<file path="src/rtl/rft_pkg.sv">
package rft_pkg;
  localparam logic [7:0] WR_KEY = 8'hA5;

  typedef enum logic [1:0] {
    A_CSR  = 2'd0,
    A_CNT  = 2'd1,
    A_CMP  = 2'd2,
    A_NONE = 2'd3
  } rft_addr_e;

  typedef struct packed {
    logic       cmf;
    logic       cmie;
    logic [2:0] cks;
    logic       ovf;
    logic       ovie;
    logic       lmts;
  } rft_csr_t;

  // log2 of the divide ratio for each clock-select code (0 = stopped)
  function automatic int unsigned div_shift(input int unsigned code);
    case (code)
      1: return 2;
      2: return 4;
      3: return 6;
      4: return 8;
      5: return 10;
      6: return 11;
      7: return 12;
      default: return 1;
    endcase
  endfunction
endpackage

</file>
<file path="src/rtl/rft_prescaler.sv">
module rft_prescaler
  import rft_pkg::*;
(
  input  logic       clk,
  input  logic       por,
  input  logic       mrst,
  input  logic       stby,
  input  logic [2:0] sel,
  output logic       tick_o
);
  localparam int PSC_W = div_shift(7);
  localparam int NSEL  = 8;

  logic [PSC_W-1:0] psc_q;
  logic [NSEL-1:0]  tap;

  always_ff @(posedge clk) begin
    if (por || mrst)  psc_q <= '0;
    else if (!stby)   psc_q <= psc_q + PSC_W'(1);
  end

  assign tap[0] = 1'b0;
  for (genvar c = 1; c < NSEL; c++) begin : g_tap
    localparam int SH = div_shift(c);
    assign tap[c] = &psc_q[SH-1:0];
  end

  assign tick_o = tap[sel] && !stby && !mrst;


  psc_hold_chk: assert property (@(posedge clk) disable iff (por)
    (stby && !mrst) |=> $stable(psc_q));

  psc_restart_chk: assert property (@(posedge clk) disable iff (por)
    mrst |=> (psc_q == '0));
endmodule

</file>
<file path="src/rtl/rft_interval_cnt.sv">
module rft_interval_cnt #(
  parameter int CNT_W = 8
) (
  input  logic             clk,
  input  logic             por,
  input  logic             tick_i,
  input  logic             cnt_wr,
  input  logic             cmp_wr,
  input  logic [CNT_W-1:0] wdata,
  output logic [CNT_W-1:0] cnt_q,
  output logic [CNT_W-1:0] cmp_q,
  output logic             match_o
);
  assign match_o = tick_i && (cnt_q == cmp_q);

  always_ff @(posedge clk) begin
    if (por)          cnt_q <= '0;
    else if (cnt_wr)  cnt_q <= wdata;
    else if (match_o) cnt_q <= '0;
    else if (tick_i)  cnt_q <= cnt_q + CNT_W'(1);
  end

  always_ff @(posedge clk) begin
    if (por)         cmp_q <= '0;
    else if (cmp_wr) cmp_q <= wdata;
  end


  wrap_zero_chk: assert property (@(posedge clk) disable iff (por)
    (match_o && !cnt_wr) |=> (cnt_q == '0));

  idle_hold_chk: assert property (@(posedge clk) disable iff (por)
    (!tick_i && !cnt_wr) |=> $stable(cnt_q));

  wr_wins_chk: assert property (@(posedge clk) disable iff (por)
    cnt_wr |=> (cnt_q == $past(wdata)));
endmodule

</file>
<file path="src/rtl/rft_ctrl.sv">
module rft_ctrl
  import rft_pkg::*;
(
  input  logic     clk,
  input  logic     por,
  input  logic     csr_wr,
  input  rft_csr_t wdata,
  input  logic     match_i,
  input  logic     ref_en,
  input  logic     ref_mode,
  input  logic     ref_done,
  output rft_csr_t csr_q,
  output logic     irq_q,
  output logic     ref_req_q
);
  logic     arm_q, arm_n, done_clr;
  rft_csr_t csr_n;

  assign done_clr = ref_done && ref_en && !ref_mode && arm_q;

  always_comb begin
    csr_n = csr_q;
    arm_n = arm_q;
    if (done_clr) begin
      csr_n.cmf = 1'b0;
      arm_n     = 1'b0;
    end
    if (csr_wr) begin
      csr_n.cmie = wdata.cmie;
      csr_n.cks  = wdata.cks;
      csr_n.ovf  = wdata.ovf;
      csr_n.ovie = wdata.ovie;
      csr_n.lmts = wdata.lmts;
      if (!wdata.cmf) arm_n = 1'b1;
    end
    if (match_i) begin
      csr_n.cmf = 1'b1;
      arm_n     = 1'b0;
    end
  end

  always_ff @(posedge clk) begin
    if (por) begin
      csr_q     <= '0;
      arm_q     <= 1'b0;
      irq_q     <= 1'b0;
      ref_req_q <= 1'b0;
    end else begin
      csr_q     <= csr_n;
      arm_q     <= arm_n;
      irq_q     <= csr_n.cmf && csr_n.cmie;
      ref_req_q <= match_i;
    end
  end


  flag_set_src_chk: assert property (@(posedge clk) disable iff (por)
    $rose(csr_q.cmf) |-> $past(match_i));

  flag_clr_src_chk: assert property (@(posedge clk) disable iff (por)
    $fell(csr_q.cmf) |-> $past(ref_done && ref_en && !ref_mode));

  set_wins_chk: assert property (@(posedge clk) disable iff (por)
    match_i |=> csr_q.cmf);

  irq_follow_chk: assert property (@(posedge clk) disable iff (por)
    irq_q == (csr_q.cmf && csr_q.cmie));
endmodule

</file>
<file path="src/rtl/refresh_timer.sv">
module refresh_timer
  import rft_pkg::*;
#(
  parameter int CNT_W = 8
) (
  input  logic        clk,
  input  logic        por,
  input  logic        mrst,
  input  logic        stby,
  input  logic        bus_wr,
  input  logic        bus_full,
  input  logic [1:0]  bus_addr,
  input  logic [15:0] bus_wdata,
  output logic [15:0] bus_rdata,
  input  logic        ref_en,
  input  logic        ref_mode,
  input  logic        ref_done,
  output logic        ref_req,
  output logic        irq
);
  localparam int DW = 16;

  logic             key_ok, csr_wr, cnt_wr, cmp_wr, tick, match;
  logic [CNT_W-1:0] cnt_q, cmp_q;
  rft_csr_t         csr_q;
  rft_addr_e        addr;

  assign addr   = rft_addr_e'(bus_addr);
  assign key_ok = bus_wr && bus_full && (bus_wdata[15:8] == WR_KEY);
  assign csr_wr = key_ok && (addr == A_CSR);
  assign cnt_wr = key_ok && (addr == A_CNT);
  assign cmp_wr = key_ok && (addr == A_CMP);

  rft_prescaler u_psc (
    .clk    (clk),
    .por    (por),
    .mrst   (mrst),
    .stby   (stby),
    .sel    (csr_q.cks),
    .tick_o (tick)
  );

  rft_interval_cnt #(.CNT_W(CNT_W)) u_cnt (
    .clk     (clk),
    .por     (por),
    .tick_i  (tick),
    .cnt_wr  (cnt_wr),
    .cmp_wr  (cmp_wr),
    .wdata   (bus_wdata[CNT_W-1:0]),
    .cnt_q   (cnt_q),
    .cmp_q   (cmp_q),
    .match_o (match)
  );

  rft_ctrl u_ctrl (
    .clk       (clk),
    .por       (por),
    .csr_wr    (csr_wr),
    .wdata     (rft_csr_t'(bus_wdata[7:0])),
    .match_i   (match),
    .ref_en    (ref_en),
    .ref_mode  (ref_mode),
    .ref_done  (ref_done),
    .csr_q     (csr_q),
    .irq_q     (irq),
    .ref_req_q (ref_req)
  );

  always_ff @(posedge clk) begin
    if (por) bus_rdata <= '0;
    else begin
      case (addr)
        A_CSR:   bus_rdata <= DW'(csr_q);
        A_CNT:   bus_rdata <= DW'(cnt_q);
        A_CMP:   bus_rdata <= DW'(cmp_q);
        default: bus_rdata <= '0;
      endcase
    end
  end


  req_single_chk: assert property (@(posedge clk) disable iff (por)
    ref_req |=> !ref_req);

  unkeyed_cmp_chk: assert property (@(posedge clk) disable iff (por)
    !cmp_wr |=> $stable(cmp_q));

  upper_zero_chk: assert property (@(posedge clk) disable iff (por)
    $past(bus_addr) == 2'd3 |-> bus_rdata == 16'h0000);
endmodule

</file>
<file path="config.mk">
export PLATFORM = sky130hd
export DESIGN_NAME = refresh_timer
export DESIGN_NICKNAME = d
export VERILOG_FILES = /design/src/rtl/rft_pkg.sv /design/src/rtl/rft_prescaler.sv /design/src/rtl/rft_interval_cnt.sv /design/src/rtl/rft_ctrl.sv /design/src/rtl/refresh_timer.sv
export SDC_FILE = /design/constraint.sdc
export NUM_CORES = 1
export LEC_CHECK = 0
export ABC_AREA = 0
export BUFFER_PORTS_ARGS = -buffer_cell sky130_fd_sc_hd__buf_2
export CORE_MARGIN = 2
export CORE_UTILIZATION = 30
export CTS_BUF_LIST = sky130_fd_sc_hd__clkbuf_16
export DETAILED_ROUTE_END_ITERATION = 16
export PLACE_DENSITY = 0.51
export SETUP_SLACK_MARGIN = 0.02
export SYNTH_ARGS = -nofsm -noshare
export SYNTH_HDL_FRONTEND = slang
export SYNTH_SLANG_ARGS = --single-unit
</file>
<file path="constraint.sdc">
create_clock -name clk -period 1.6 [get_ports clk]
set_input_delay 0 -clock clk [delete_from_list [all_inputs] [get_ports clk]]
set_output_delay 0 -clock clk [all_outputs]
set_load 0.005 [all_outputs]
</file>
* Word level (Yosys, flattened, before mapping)
Index checks and enable logic that the tools add are counted.
Storage, ports and cells: input port bits 27, output and inout port bits 18, register bits 55
Operators by class: muxes and demuxes 12, order comparisons 1, add/subtract/negate cells 2, reduce and logical (&&, ||, !) cells 26, equal/unequal tests 4
Operator list (count):
- 8-bit 2-to-1 mux | 3
- 8-bit one-hot mux with 3 select lines | 1
- 12-bit by 1-bit adder with 12-bit output (second input constant) | 1
- 1-bit logical AND | 12
- 12-bit AND reduction | 1
- 11-bit AND reduction | 1
- 10-bit AND reduction | 1
- 8-bit by 1-bit adder with 8-bit output (second input constant) | 1
- 8-bit equality test | 1
- 8-bit equality test (second input constant) | 1
- 8-bit AND reduction | 1
- 7-bit 2-to-1 mux | 1
- 1-bit 2-to-1 mux | 6
- 6-bit AND reduction | 1
- 3-bit by 4-bit < comparator with 1-bit output (second input constant) | 1
- 4-bit AND reduction | 1
- 1-bit binary-select mux with 3-bit select | 1
- 1-bit logical NOT | 3
- 3-bit nonzero test | 1
- 2-bit by 1-bit equality test with 1-bit output (second input constant) | 1
- 2-bit equality test (second input constant) | 1
- 2-bit logical NOT | 1
- 2-bit AND reduction | 1
- 2-bit OR reduction | 1
- 1-bit logical OR | 1

* Logic depth before layout (Yosys ltp)
Gate-level depths: netlist (run 1).
word-level depth 8, depth in mapped cells 7

* Hierarchy
Synthesis (run 1) repeated with hierarchy kept, for this count alone.
Second synthesis, totals: cells, all modules 266, area total of the unflattened synthesis 2565.0 um2
By module, submodules not included:
- rft_interval_cnt | times used 1, cells each 103, area each 924.6 um2
- refresh_timer | times used 1, cells each 60, area each 623.1 um2
- rft_prescaler | times used 1, cells each 65, area each 606.8 um2
- rft_ctrl | times used 1, cells each 38, area each 410.4 um2

* Worst setup path before layout (run 1)
Ideal clock, no wire load.
path kind register -> register, start point register u_psc.psc_q[0], end point register u_cnt.cnt_q[7], period minus slack after synthesis 1.711 ns, cell stages (with the launch flop) 7, setup slack -0.111 ns, data required time 1.462 ns, arrival 1.573 ns, cells stage by stage dfxtp_1 > ha_1 > nand3_2 > o41ai_2 > o2111ai_1 > nand3_1 > a41oi_1
Between the ends: word-level cells in the longest chain between the ends 8, elaborated cells on any way between the ends 15
RTL lines:
- start, declared | line rft_prescaler.sv:14 | logic [PSC_W-1:0] psc_q;
- start signal, assigned | line rft_prescaler.sv:19 | else if (!stby) psc_q <= psc_q + PSC_W'(1);
- 12-bit AND reduction (tied with other cells) | line rft_prescaler.sv:25 | assign tap[c] = &psc_q[SH-1:0];
- 1-bit binary-select mux with 3-bit select (*) | line rft_prescaler.sv:28 | assign tick_o = tap[sel] && !stby && !mrst;
- 1-bit 2-to-1 mux (implied by the code) (*) | line rft_prescaler.sv:28
- 1-bit logical AND (*) (2 in a row) | line rft_prescaler.sv:28
- 1-bit logical AND | line rft_interval_cnt.sv:14 | assign match_o = tick_i && (cnt_q == cmp_q);
- 8-bit 2-to-1 mux | line rft_interval_cnt.sv:19 | else if (match_o) cnt_q <= '0;
- 8-bit 2-to-1 mux | line rft_interval_cnt.sv:18 | else if (cnt_wr) cnt_q <= wdata;
- end signal, assigned | line rft_interval_cnt.sv:18
- end signal, assigned | line rft_interval_cnt.sv:20 | else if (tick_i) cnt_q <= cnt_q + CNT_W'(1);
- end, declared | line rft_interval_cnt.sv:10 | output logic [CNT_W-1:0] cnt_q,
Mark *: on every way between the ends. The rest lies on a longest branch, timed or not. The select of a mux whose other input is x is not followed. A chain may end at the register's enable or synchronous reset.

* Worst setup path after layout (run 1)
start point register u_psc.psc_q[1], end point register u_cnt.cnt_q[0]
Same word-level chain as after synthesis.

==> flow_summary.json, run 1 <==
{
  "cts.sinks": 47,
  "ant_nets": 0,
  "seqCellArea_um2": 948,
  "ios": 45,
  "multi_input_area_mm2": 0.00142,
  "drt_iter0_drc": 81,
  "vias": 2132,
  "ys.warnings.count": 0,
  "slew_viol_final": 0,
  "placementRows": 32,
  "drt_wl_total_mm": 5.96,
  "finalPower_w": 0.00228,
  "drive_gt1_share_pct": 31.8,
  "slowest_stage": "dfxtp_2",
  "design_area_mm2": 0.00319,
  "cts_tree": "done",
  "yosys.area.top_type": "dfxtp_1",
  "crit_chain": "ha_4 > nand3_4 > o41ai_4 > o2111a_2 > mux2i_1 > a211oi_2",
  "yosysSeqAreaShare_pct": 39.5,
  "drt_pre_antenna_iters": 4,
  "grt-ovfl-total": 0,
  "core_area_mm2": 0.00773,
  "peakVddDrop_v": 0.000456,
  "setup_tns_ns": -0.380,
  "clk_pin_slew_ns": 0.06,
  "utilization_pct": 41.3,
  "track_usage_pct": 14.9,
  "nFillCells": 767,
  "cp_data_required_time_ns": 1.76,
  "grt_pass1_vias": 2101,
  "powerDensity_mw_per_mm2": 715,
  "crit_path_max_incr_delay_ns": 0.35,
  "cts_made_buffers": 5,
  "synth_area_leaders": "dfxtp_1 39%, mux2i_1 11%, nor2_1 7.4%, xor2_1 4.8%, nand3_1 3.2%",
  "cp-end-kind": "flip-flop",
  "diodes": 0,
  "netlist_area_mm2": 0.00238,
  "port_buffers": 36,
  "holdWs_ns": 0.000416,
  "cp_num_buf_inv": 0,
  "p_leak_nw": 1.41,
  "drc": 0,
  "die-area_mm2": 0.00867,
  "fin_skew_ns": 0.00305,
  "clock_path_buffers": 2,
  "synth_seq_cells": 47,
  "fin_ws_ns": -0.0730,
  "die_w_um": 93.1,
  "setup_viol": 11,
  "dieHeight_um": 93.1,
  "arrival_ns": 1.83,
  "synth_edf_count": 0,
  "failed_checks": "setup timing",
  "drv_cap": 0,
  "path_class": "flip-flop to flip-flop",
  "cts_root_buf": "clkbuf_16",
  "area_delta_synth_final_pct": 33.8,
  "place_congestion": 0.793,
  "status": "complete, but fails checks",
  "synthCells": 276,
  "final_nets": 375,
  "synth_cell_types": 44,
  "grtUsageMet1_pct": 19.8,
  "syn_area_per_cell_um2": 8.63,
  "rsz0062_at_grt": "yes",
  "critPathLaunchType": "flip-flop",
  "cp_max_fo": 5,
  "synth_top_cell_area_share_pct": 39.5,
  "async_flop_share_pct": 0,
  "use_met2_pct": 24.2,
  "hold_class": "primary input to flip-flop",
  "maxSlewHeadroom_pct": 65.3,
  "wl_per_cell_um": 13.3,
  "use_met3_pct": 2.74,
  "grt_pass1_wl_mm": 10.1,
  "fmax_mhz": 598,
  "period_minus_slack_ns": 1.67,
  "place_hpwl_mm": 4.34,
  "clkLatencyLatePin_ns": 0.28,
  "ys.flop_type": "dfxtp_1",
  "start_util_pct": 30.8,
  "hold_violations": 0,
  "synthTopCellsByCount": "47 x dfxtp_1, 47 x nor2_1, 25 x mux2i_1",
  "cts.htree.levels": 2,
  "place_area_mm2": 0.00291,
  "grt-busiest-layer": "met2",
  "grt_max_degree": 16,
  "routed_via_density": 4.76,
  "cp_top_family": "compound AO/OA/AOI/OAI gates",
  "period_share_pct": 105,
  "worstMarginPinSlew_ns": 0.519,
  "grt_antenna_before_repair": 0
}
## sequential cells by signal (all words and copies together), names as in the netlist
name and cells:
u_ctrl.ref_req_q 1, u_cnt.cmp_q 8, u_ctrl.arm_q 1, u_psc.psc_q 12, u_cnt.cnt_q 8, u_ctrl.irq_q 1
u_ctrl.csr_q 8, bus_rdata 8
## area by class of cell
| class | instances | area share (%) |
|---|---|---|
| Timing Repair Buffer | 81 | 17.0 |
| Sequential cell | 47 | 29.7 |
| Clock buffer | 5 | 3.92 |
| Multi-Input combinational cell | 208 | 44.7 |
| Tap cell | 102 | 4.00 |
| Inverter | 3 | 0.353 |
| Clock inverter | 2 | 0.275 |
## placed cells by master, fill, tap and decap left out, drive strengths merged, types with 3 or more instances in the layout
master	count
xnor2	4
or3	3
dlygate4sd3	4
mux2i	25
nand2	14
nand4	5
and4	3
a21oi	11
nand3	16
dfxtp	47
clkbuf	5
o21ai	3
a31oi	6
xor2	13
conb	8
nor3	7
inv	3
nor2b	5
nor2	47
buf	77
and3	7
a22oi	5
## per-layer routing
layer | wire length [µm] | vias to the layer above | part of all wire, %
met1 | 2720 | 966 | 46
met5 | 0 | - | 0
li1 | - | 1093 | -
met2 | 2790 | 62 | 47
met3 | 335 | 11 | 5.6
met4 | 119 | 0 | 2.0
## final timing paths
kind / cells past startpoint / slack (ns) / to / start
worst max register to register: 6 / -0.07 / u_cnt.cnt_q[0]$_SDFFE_PP0P_ / u_psc.psc_q[1]$_SDFFE_PP0N_
worst min-delay path: 3 / 0.0004 / u_cnt.cmp_q[5]$_SDFFE_PP0P_ / bus_wdata[5]
worst max-delay path: 6 / -0.07 / u_cnt.cnt_q[0]$_SDFFE_PP0P_ / u_psc.psc_q[1]$_SDFFE_PP0N_
worst min register to register: 2 / 0.49 / u_ctrl.csr_q[2]$_SDFFE_PP0P_ / u_ctrl.csr_q[2]$_SDFFE_PP0P_
## power by group
group	internal [W]	switching, W
Clock	0.000562	0.000421
Sequential	0.00117	0.00000183
Combinational	0.0000538	0.0000697
Total	0.00179	0.000493
## worst min-delay path, stage by stage
cell,delay (ns)
buf_2,0.11
mux2i_1,0.07
nor2_1,0.07
## metrics by stage
| step | instances | setup slack (ns) |
|---|---|---|
| floorplan | 283 | -0.0325 |
| global placement | 435 | -0.113 |
| detailed placement | 435 | -0.169 |
| CTS | 447 | -0.0942 |
| global route | 448 | -0.156 |
| finish | 448 | -0.0730 |
## logic make-up (layout without fill, tap and decap cells)
logic type / Yosys count / count (layout) / synth area share, %
compound gates: 37 / 37 / 11.2
xor+xnor: 17 / 17 / 6.25
fa+ha+maj: 2 / 2 / 1.05
buf+inv: 28 / 91 / 6.09
flops: 47 / 47 / 39.5
mux: 25 / 25 / 10.5
other cells: 1 / 8 / 0.157
simple gates: 119 / 119 / 25.3
## repair_timing
action	4_1_cts	5_1_grt
gates cloned	0	0
setup buffers	1	1
hold endpoints to repair	6	0
endpoints found under the setup margin	14	16
pin swaps	14	8
gates resized for setup	9	13
hold buffers	4	0
Note: power is estimated with default switching activity, not from simulation.
==> run 2: changes to the inputs <==
SKIP_CTS_REPAIR_TIMING = 1   (was default)
==> run 2 against run 1 <==
The run ends with hold timing, setup timing left. Non-clock buffer count fell by 3. Combinational power fell by 6%. Sequential share of layout area rose by 0.33 points. Clock skew barely moved. Sequential cell count did not move. Clock-buffer cell count did not move. Largest power group unchanged. Worst hold slack got worse by 0.018 ns. Cell area fell by 1.1%. Highest routed layer unchanged. Via count rose by 0.94%. Clock power barely moved. Register-to-register slack got worse by 0.03 ns.
==> flow_summary.json, run 2 (synthesis results as in run 1) <==
{
  "dp.cells": 435,
  "ant_nets": 0,
  "start_util_pct": 30.8,
  "comb_power_share_pct": 5.1,
  "nFillCells": 774,
  "grt_antenna_before_repair": 0,
  "path_class": "flip-flop to flip-flop",
  "failed_checks": "hold timing, setup timing",
  "grt-busiest-layer": "met2",
  "arrival_ns": 1.86,
  "cts.sinks": 47,
  "final_nets": 372,
  "period_minus_slack_ns": 1.70,
  "core_area_mm2": 0.00773,
  "grt_max_degree": 16,
  "final_cell_mix": "46 x nor2_1, 43 x dfxtp_1, 38 x buf_4",
  "die_w_um": 93.1,
  "critPathLaunchType": "flip-flop",
  "clock_path_buffers": 2,
  "drv_cap": 0,
  "p_leak_nw": 1.38,
  "cts_tree": "done",
  "fin_ws_ns": -0.101,
  "cts.htree.levels": 2,
  "powerDensity_mw_per_mm2": 722,
  "finalPower_w": 0.00228,
  "utilization_pct": 40.8,
  "clk_pin_slew_ns": 0.06,
  "drt_iter0_drc": 93,
  "place_congestion": 0.793,
  "largest_reg_flops": 12,
  "startpoint": "u_psc.psc_q[1]$_SDFFE_PP0N_",
  "status": "complete, but fails checks",
  "port_buffers": 36,
  "ios": 45,
  "use_met3_pct": 2.74,
  "fin_skew_ns": 0.00304,
  "swShare_pct": 21.8,
  "grt-ovfl-total": 0,
  "worst-r2r-setup-slack_ns": -0.10,
  "drive_gt1_share_pct": 32.4,
  "pwr-share-clk_pct": 43.3,
  "grt_pass1_wl_mm": 9.94,
  "regMostFlops": "u_psc.psc_q",
  "layout_commonest_cell": "nor2_1",
  "cts_made_buffers": 5,
  "r2r_start": "u_psc.psc_q[1]$_SDFFE_PP0N_",
  "cts_root_buf": "clkbuf_16",
  "dieHeight_um": 93.1,
  "routed_via_density": 4.84,
  "diodes": 0,
  "final_cells": 445,
  "grt_pass1_vias": 2046,
  "drc": 0,
  "holdWs_ns": -0.0180,
  "period_share_pct": 106,
  "setup_viol": 10,
  "grtUsageMet1_pct": 19.5,
  "wl_per_cell_um": 13.7,
  "area_delta_synth_final_pct": 32.4,
  "intPower_w": 0.00178,
  "die-area_mm2": 0.00867,
  "cp_data_required_time_ns": 1.76,
  "hold_class": "primary input to flip-flop",
  "hold_violations": 4,
  "peakVddDrop_v": 0.000467,
  "place_hpwl_mm": 4.34,
  "rsz0062_at_grt": "yes",
  "track_usage_pct": 14.6,
  "drt_wl_total_mm": 6.09,
  "net-switching-power_w": 0.000496,
  "drt_pre_antenna_iters": 4,
  "worstMarginPinSlew_ns": 0.518,
  "placementRows": 32,
  "clkLatencyLatePin_ns": 0.28,
  "maxSlewHeadroom_pct": 65.4,
  "fmax_mhz": 588,
  "holdCritStartpoint": "bus_wdata[1]",
  "power_frac_seq_pct": 51.5,
  "cp_max_fo": 5,
  "use_met2_pct": 23.6,
  "slew_viol_final": 0,
  "cp-end-kind": "flip-flop",
  "vias": 2152
}
## run 2: worst max-delay path, stage by stage (launching register included)
cell,delay (ns)
dfxtp_2,0.35
ha_4,0.15
nand3_4,0.11
o311ai_4,0.31
o2111a_2,0.33
mux2i_1,0.24
a211oi_2,0.08
## run 2: stage by stage
| stage | worst slack [ns] | setup TNS, ns | hold slack, ns | instance area, µm² |
|---|---|---|---|---|
| 6_report | -0.101 | -0.577 | -0.0180 | 3150 |
| 5_1_grt | -0.184 | -1.61 | 0.0120 | 3150 |
| 4_1_cts | -0.207 | -1.44 | -0.0197 | 3050 |
| 3_5_place_dp | -0.169 | -1.03 | 0.280 | 2910 |
| 3_3_place_gp | -0.113 | -0.613 | 0.272 | 2910 |
| 2_1_floorplan | -0.0325 | -0.0325 | 0.144 | 2450 |
## run 2: layout make-up
type	count	area (µm²)	area share [%]
multi-input cells	208	1430	45.3
flip-flops and latches	47	948	30.1
repair buffers	78	504	16.0
well taps	102	128	4.05
clock buffers	5	125	3.97
inverters	3	11.3	0.357
clock inverters	2	8.76	0.278
## run 2: power by group through the flow
stage | clock, W | combinational (W) | sequential [W]
5_1_grt | 0.00107 | 0.000130 | 0.00117
4_1_cts | 0.00102 | 0.000116 | 0.00117
2_1_floorplan | 0 | 0.0000689 | 0.00120
3_5_place_dp | 0 | 0.000116 | 0.00120
6_report | 0.000986 | 0.000117 | 0.00117
3_3_place_gp | 0 | 0.000114 | 0.00120
## run 2: per-layer routing
layer  up-vias  share of wire, %  wire (µm)
li1       1088                 -          -
met1       991                46       2810
met2        62                46       2820
met3        11               5.5        335
met4         0               2.0        121
met5         -                 0          0
## run 2: final timing paths
kind	to	cells past startpoint
worst max register to register	u_cnt.cnt_q[0]$_SDFFE_PP0P_	6
worst min-delay path	u_cnt.cmp_q[1]$_SDFFE_PP0P_	3
worst max-delay path	u_cnt.cnt_q[0]$_SDFFE_PP0P_	6
worst min register to register	u_ctrl.arm_q$_SDFF_PP0_	2
